[config.mk]
export PLATFORM = sky130hd
export DESIGN_NAME = act_throttle
export DESIGN_NICKNAME = d
export VERILOG_FILES = /design/src/rtl/act_throttle.sv
export SDC_FILE = /design/constraint.sdc
export NUM_CORES = 1
export LEC_CHECK = 0
export ABC_CLOCK_PERIOD_IN_PS = 2000
export BUFFER_PORTS_ARGS = -buffer_cell sky130_fd_sc_hd__buf_2
export CAP_MARGIN = 15
export CORE_AREA = 5 5 75 77
export DETAILED_ROUTE_END_ITERATION = 6
export DIE_AREA = 0 0 80 82
export GPL_ROUTABILITY_DRIVEN = 0
export PLACE_DENSITY = 0.82
export SETUP_SLACK_MARGIN = 0.3
export SLEW_MARGIN = 10
export SYNTH_ARGS = -nofsm -noshare
export SYNTH_HDL_FRONTEND = slang
export SYNTH_SLANG_ARGS = --single-unit
[constraint.sdc]
create_clock -name clk -period 2 [get_ports clk]
set_input_delay 0.4 -clock clk [delete_from_list [all_inputs] [get_ports clk]]
set_output_delay 0.4 -clock clk [all_outputs]
set_load 0.01 [all_outputs]
[src/rtl/act_throttle.sv]
module act_throttle #(
  parameter int SHORT_WIN = 64,
  parameter int LONG_MULT = 4096,
  parameter int LIM_MAX   = 168
) (
  input  logic       clk,
  input  logic       rst_n,
  input  logic       cfg_we,
  input  logic [1:0] cfg_sel,
  input  logic [7:0] cfg_wdata,
  input  logic [7:0] gbl_act_lim,
  input  logic       act_req,
  output logic       act_allow,
  output logic       win_end,
  output logic       short_mode
);
  localparam int LONG_WIN = SHORT_WIN * LONG_MULT;
  localparam int WW       = $clog2(LONG_WIN);
  localparam int CNT_SAT  = 4 * LIM_MAX + 1;
  localparam int CW       = $clog2(CNT_SAT + 1);

  logic [WW-1:0] win_cnt;
  logic [CW-1:0] act_cnt;
  logic [7:0]    lim_pend, lim_act;
  logic          en_pend, en_act, mode_pend;

  wire [7:0]    lim_wr   = (cfg_wdata > 8'(LIM_MAX)) ? 8'(LIM_MAX) : cfg_wdata;
  wire          wr_lim   = cfg_we && cfg_sel == 2'd0;
  wire          wr_ctl   = cfg_we && cfg_sel == 2'd1;
  wire          wr_mode  = cfg_we && cfg_sel == 2'd2;
  wire [WW-1:0] win_last = short_mode ? WW'(SHORT_WIN - 1) : WW'(LONG_WIN - 1);
  wire [CW-1:0] thresh   = CW'({lim_act, 2'b00});
  wire          armed    = en_act && lim_act != 8'd0;

  assign win_end   = win_cnt == win_last;
  assign act_allow = !(armed && act_cnt > thresh);

  always_ff @(posedge clk) begin
    if (!rst_n) begin
      lim_pend  <= '0;
      en_pend   <= 1'b0;
      mode_pend <= 1'b0;
    end else begin
      if (wr_lim)  lim_pend  <= lim_wr;
      if (wr_ctl)  en_pend   <= cfg_wdata[0];
      if (wr_mode) mode_pend <= cfg_wdata[0] && gbl_act_lim == 8'd0;
    end
  end

  always_ff @(posedge clk) begin
    if (!rst_n) begin
      win_cnt    <= '0;
      act_cnt    <= '0;
      lim_act    <= '0;
      en_act     <= 1'b0;
      short_mode <= 1'b0;
    end else if (win_end) begin
      win_cnt    <= '0;
      act_cnt    <= '0;
      lim_act    <= lim_pend;
      en_act     <= en_pend && !(wr_ctl && !cfg_wdata[0]);
      short_mode <= mode_pend;
    end else begin
      win_cnt <= win_cnt + 1'b1;
      if (act_req && act_cnt != CW'(CNT_SAT)) act_cnt <= act_cnt + 1'b1;
      if (wr_ctl && !cfg_wdata[0]) en_act <= 1'b0;
    end
  end
endmodule


==> out/qor.csv, run 1 <==
stage,metric,value,unit
timing,rsz0062_at_grt,yes,
run_status,violations,negative setup slack,
worst_setup_path,critPathMaxFanout,2,
detailed_routing,wl_per_cell,15.6,um
placed_design,dpl.hpwl,3890,um
pwr,powerDensity,540,nW/um2
global_routing,grt_first_pass_wirelength,10200,um
timing,fin_crit_sh,108,%
yosys,synth_compound_area_share,10.6,%
clocking,cts-root-buf,clkbuf_8,
pwr,cellLeakagePower,1.11,nW
yosys,ys.warnings.count,0,
worst_setup_path,worstPathRequired,1.60,ns
yosys,synth_xor_area_share,6.76,%
die,die_w,80,um
run_status,status,finished with violations,
hold_path,hp-class,in -> reg,
final_layout,multi_input_area,1530,um2
yosys,syn_area,2460,um2
final_layout,n_antenna_cell,0,
timing,fin_skew,0.00547,ns
placed_design,placed_cell_area,2770,um2
yosys,synth_nets,320,
timing,worst_slew_pin_slew,0.428,ns
die,core_area,4940,um2
detailed_routing,route.detailed.drc,0,
timing,timing.final.ws_setup,-0.157,ns
worst_setup_path,path_class,reg -> out,
clocking,cts_num_sinks,48,
global_routing,antenna_found_initial,0,
yosys,ys_types,44,
final_layout,seqCellArea,986,um2
die,die_height,82,um
worst_setup_path,worstSetupStartpointType,flop,
clocking,insertion_delay,0.30,ns
yosys,syn_avg_cell_area,8.61,um2
detailed_routing,first_pass_iters,4,
pwr,ir_drop,0.398,mV
clocking,clock_path_buffers,2,
global_routing,grt_pass1_vias,2236,
die,num_rows,26,
clocking,htreeDepth,2,
final_layout,syn_to_final_growth,26.1,%
yosys,synth_top_family_by_area,simple AND/OR/NAND/NOR gates,
timing,final.min_clock_period,2.16,ns
placed_design,port_buffers,24,
final_layout,layout.nets,363,
worst_setup_path,cp-end-kind,output port,
yosys,synth_seq_cells,48,
yosys,yosys.area_share.simple,27.8,%
run,cap_violations,0,
global_routing,overflow,0,
detailed_routing,ant_nets,0,
detailed_routing,vias,2264,
die,die_area,6560,um2
detailed_routing,detail_route.vias_per_cell,5.66,
global_routing,grt_usage,19.5,%
timing,fmax,0.464,GHz
final_layout,drive_above_1_share,30.6,%
die,initial_core_util,49.8,%
clocking,clk_pin_slew,0.09,ns
yosys,synthMuxAreaShare,4.47,%
final_layout,final_area,3110,um2
timing,drv_slew,0,
yosys,synth_fa_ha_area_share,6.10,%
timing,max-slew-margin-rel,71.1,%
timing,finalHoldViolations,0,
final_layout,fillCellCount,405,
clocking,cts_tree,built,
timing,fin_setup_tns,-0.165,ns
placed_design,post-place-ws,0.0190,ns
worst_setup_path,arrival,1.76,ns
detailed_routing,routed_wl,6240,um
timing,finalSetupViolCount,2,
die,top_level_ports,25,
clocking,cts_buffers,5,
yosys,syn_inst,286,
detailed_routing,drt_iter0_drc,139,
global_routing,grt_max_degree,37,
yosys,ys_seq_area_share,39.0,%
## report_power, final
group / internal [mW] / total [mW] / switching, mW
clock network: 0.244 / 0.577 / 0.333
registers: 0.968 / 0.982 / 0.0138
logic: 0.0514 / 0.117 / 0.0656
total: 1.26 / 1.68 / 0.412
## worst max-delay path: stages (launching register included)
cell,delay (ns)
dfxtp_4,0.36
nand4_1,0.14
or4_4,0.48
a221oi_4,0.29
buf_2,0.19
## Yosys cell counts
master	n	area, um2
nor3_1	28	140
or4_1	5	37.5
a211o_1	1	8.76
o2111ai_1	1	8.76
nor2b_1	2	12.5
buf_6	2	22.5
nor4b_1	1	8.76
nand4_1	9	56.3
nand2_1	35	131
a211oi_1	8	60.1
a21oi_1	11	55.1
ha_1	12	150
a31oi_1	1	6.26
buf_4	1	7.51
o31ai_1	3	22.5
o21a_1	1	7.51
a21boi_0	1	7.51
nor3b_1	5	37.5
nor4bb_1	2	20.0
buf_2	1	5.00
and4_1	1	8.76
nand4b_1	3	26.3
or3b_2	1	8.76
xnor2_1	9	78.8
dfxtp_1	48	961
nand3b_1	3	22.5
and3_1	4	25.0
mux2i_1	11	110
inv_1	16	60.1
nor2_1	7	26.3
a21o_1	1	7.51
o211ai_1	1	7.51
a22oi_1	1	7.51
nand3_1	12	60.1
a31o_2	1	8.76
a221oi_2	1	15.0
nand2b_1	1	6.26
o21ai_0	6	30.0
nor4_1	7	43.8
clkbuf_1	8	30.0
xor2_1	10	87.6
inv_2	1	3.75
or3_1	2	12.5
o31a_1	1	8.76
## path summary, 6_finish.rpt
check / depth (start not counted) / start / endpoint / slack (ns)
min reg2reg: 2 / lim_pend[6] / lim_act[6] / 0.46
max reg2reg: 6 / win_cnt[11] / win_cnt[11] / 0.08
min: 3 / cfg_wdata[4] / lim_pend[4] / 0.38
max: 4 / win_cnt[11] / win_end / -0.16
## layout by cell type, fill, tap and decap left out, drive strengths merged, types with 4 or more instances in the layout
master,netlist,layout
nor3b,5,5
nor2,7,7
nand2,35,35
nor3,28,28
nor4,7,7
nand3,12,12
mux2i,11,11
and3,4,4
ha,12,12
xnor2,9,9
nand4,9,9
inv,17,17
buf,4,47
dfxtp,48,48
a211oi,8,8
o21ai,6,6
clkbuf,8,5
xor2,10,10
a21oi,11,11
or4,5,5
## sequential cells by signal, summed over array words and instances (netlist names)
signal / flops
lim_pend: 8
act_cnt: 10
en_pend: 1
en_act: 1
lim_act: 8
mode_pend: 1
win_cnt: 18
short_mode: 1
## cells by family (layout without fill, tap and decap cells)
family,after synthesis,in the layout
AND/OR/NAND/NOR,128,128
flip-flops,48,48
AO/OA/AOI/OAI,39,39
buffers and inverters,29,73
XOR/XNOR,19,19
adder cells (fa/ha/maj),12,12
multiplexers,11,11
## layer usage
metal	wire (um)	vias up	GRT usage, %	part of all wire (%)
met5	0	-	0	0
met4	184	0	10.3	2.9
met2	3110	57	31.0	50
met1	2730	1073	25.0	44
li1	-	1115	-	-
met3	216	19	3.95	3.5
## cell type report
class / instances / share of cell area [%]
Inverter: 17 / 2.05
Multi-Input combinational cell: 209 / 49.3
Timing Repair Buffer: 48 / 11.2
Clock inverter: 3 / 0.604
Clock buffer: 5 / 2.22
Tap cell: 70 / 2.82
Sequential cell: 48 / 31.7
## repair_timing
action | 4_1_cts | 5_1_grt
pin swaps | 7 | 10
hold buffers | 0 | 0
resized for setup | 18 | 19
cloned | 1 | 0
endpoints found under the setup margin | 40 | 40
setup buffers | 9 | 1
## per-stage QoR
| step | cells | util [%] | hold WS (ns) | power [mW] |
|---|---|---|---|---|
| CTS | 399 | 61.2 | 0.370 | 1.68 |
| detailed placement | 381 | 56.0 | 0.448 | 1.12 |
| global placement | 381 | 56.0 | 0.442 | 1.12 |
| finish | 400 | 62.8 | 0.377 | 1.68 |
| global route | 400 | 62.8 | 0.374 | 1.74 |
| floorplan | 286 | - | 0.431 | 1.07 |
(Power assumes the default switching activity.)
==> inputs of run 2 (changes only) <==
==> constraint.sdc (replaced) <==
create_clock -name clk -period 2 [get_ports clk]
set_input_delay 0.1 -clock clk [delete_from_list [all_inputs] [get_ports clk]]
set_output_delay 0.1 -clock clk [all_outputs]
set_load 0.01 [all_outputs]
==> run 2 against run 1 <==
The flow now finishes without violations. Fmax is 11% higher. Largest power group unchanged. Register-to-register slack worse by 0.02 ns. Final area is 3.3% higher. Sequential share of layout area is 0.81 points lower. Clock skew is 0.0060 ns higher.
==> out/qor.csv, run 2 (synthesis gave the netlist of run 1 again) <==
stage,metric,value,unit,change
run_status,status,"complete, no violations",,
placed_design,dpl.hpwl,3640,um,-6.5%
detailed_routing,route.detailed.drc,0,,unchanged
timing,worst_slew_pin_slew,0.914,ns,+0.486 ns
pwr,comb_power_share,6.7,%,-0.3 points
detailed_routing,wl_per_cell,15.1,um,-3.2%
final_layout,syn_to_final_growth,30.2,%,
timing,finalSetupViolCount,0,,-2
final_layout,seqCellArea,992,um2,+0.63%
pwr,switching_power,0.398,mW,-3.3%
final_layout,mostFrequentLayoutCell,nand2_1,,
clocking,cts_buffers,5,,unchanged
pwr,p_total,1.77,mW,+5.8%
global_routing,grt_max_degree,37,,unchanged
die,initial_core_util,49.8,%,unchanged
die,core_area,4940,um2,unchanged
final_layout,drive_above_1_share,31.7,%,+1.1 points
detailed_routing,detail_route.vias_per_cell,5.67,,+0.10%
detailed_routing,first_pass_iters,4,,unchanged
final_layout,n_antenna_cell,0,,unchanged
die,die_height,82,um,unchanged
worst_setup_path,critPathMaxFanout,4,,+2
run,cap_violations,0,,unchanged
pwr,p_sw_share,22.5,%,-2.1 points
clocking,cts_tree,built,,
clocking,clk_pin_slew,0.08,ns,about the same
placed_design,placed_cells,373,,-2.1%
timing,max-slew-margin-rel,39.0,%,-32 points
timing,final.min_clock_period,1.94,ns,-0.214 ns
clocking,htreeDepth,2,,unchanged
timing,finalHoldViolations,0,,unchanged
hold_path,hp-class,in -> reg,,
pwr,seqPwrFrac,55.3,%,-3.3 points
timing,fin_skew,0.0115,ns,+0.00604 ns
global_routing,overflow,0,,unchanged
final_layout,top_register,win_cnt,,
pwr,powerDensity,553,nW/um2,+2.5%
detailed_routing,vias,2255,,-0.40%
clocking,insertion_delay,0.30,ns,about the same
global_routing,antenna_found_initial,0,,unchanged
die,top_level_ports,25,,unchanged
worst_setup_path,path_class,reg -> out,,
pwr,p_int,1.38,mW,+8.8%
die,die_area,6560,um2,unchanged
final_layout,fillCellCount,402,,-0.74%
final_layout,layoutNonFillerInstCount,398,,-0.50%
timing,finalHoldWorstSlack,0.0775,ns,-0.299 ns
pwr,p_clk_share,38.0,%,+3.6 points
die,die_w,80,um,unchanged
final_layout,multi_input_area,1560,um2,+1.9%
detailed_routing,drt_iter0_drc,126,,-9.4%
final_layout,layout.nets,363,,unchanged
final_layout,reg_top3,"win_cnt x18, act_cnt x10",,
global_routing,grt_pass1_vias,2231,,-0.22%
clocking,cts_num_sinks,48,,unchanged
die,num_rows,26,,unchanged
worst_setup_path,arrival,1.84,ns,+0.08 ns
timing,drv_slew,0,,unchanged
worst_setup_path,cp-end-kind,output port,,
clocking,cts-root-buf,clkbuf_8,,
placed_design,port_buffers,24,,unchanged
timing,rsz0062_at_grt,yes,,
worst_setup_path,worstPathRequired,1.90,ns,+0.30 ns
detailed_routing,routed_wl,6010,um,-3.7%
clocking,clock_path_buffers,2,,unchanged
detailed_routing,ant_nets,0,,unchanged
global_routing,grt_first_pass_wirelength,9830,um,-3.2%
final_layout,layout_common_cells,"nand2_1, dfxtp_1, buf_2",,
timing,fmax,0.515,GHz,+11%
pwr,ir_drop,0.444,mV,+12%
pwr,cellLeakagePower,1.11,nW,-0.13%
global_routing,grt_usage,18.7,%,-0.81 points
worst_setup_path,worstSetupStartpointType,flop,,
timing,fin_crit_sh,97.1,%,-11 points
timing,fin_setup_tns,0,ns,+0.165 ns
final_layout,largest_register_ffs,18,,unchanged
## run 2: changes by cell type in the layout (fill, tap and decap cells not counted), sizes merged
cell / delta
clkinv: -3
bufinv: +1
clkbuf: +1
bufbuf: -1
## run 2: power groups by stage
stage | clock network, mW | logic (mW) | registers, mW
2_1_floorplan | 0 | 0.0670 | 1.00
6_report | 0.674 | 0.119 | 0.980
4_1_cts | 0.678 | 0.115 | 0.981
3_3_place_gp | 0 | 0.105 | 1.01
3_5_place_dp | 0 | 0.109 | 1.01
5_1_grt | 0.726 | 0.135 | 0.983
## run 2: timing repair
item                       4_1_cts  5_1_grt
setup endpoints to repair       40       40
pin swaps                       15        7
gates resized for setup         40       15
setup buffers                   15        1
hold buffers                     0        0
gates cloned                     2        1
## run 2: layer usage
metal	track usage [%]	vias up	wire, um
met1	23.2	1069	2720
li1	-	1120	-
met3	3.40	8	234
met5	0	-	0
met2	32.0	58	2960
met4	7.43	0	89
## run 2: final cells by class
class	instances	area share (%)
clock inverters	1	0.936
multi-input cells	209	48.7
clock buffers	5	2.15
inverters	17	1.99
flip-flops and latches	48	30.9
repair buffers	48	12.6
well taps	70	2.73
## run 2: path summary, 6_finish.rpt
check	startpoint	endpoint	slack, ns	cells after the start
worst max-delay path	win_cnt[15]	win_end	0.06	5
worst min-delay path	cfg_wdata[4]	lim_pend[4]	0.08	3
worst max register to register	win_cnt[15]	act_cnt[5]	0.06	7
worst min register to register	lim_pend[6]	lim_act[6]	0.45	2
## run 2: critical path: stages (launching register included)
cell and delay, ns:
dfxtp_2 0.38, nand2_2 0.07, or4_4 0.53, a221oi_4 0.33, buf_6 0.15, buf_6 0.09
## run 2: stage by stage
stage	area (um2)	setup WS, ns	util (%)
finish	3210	0.0577	64.9
global route	3210	0.00727	64.9
CTS	3100	0.0763	62.6
detailed placement	2670	0.117	54.1
global placement	2670	0.197	54.1
floorplan	2470	0.274	-
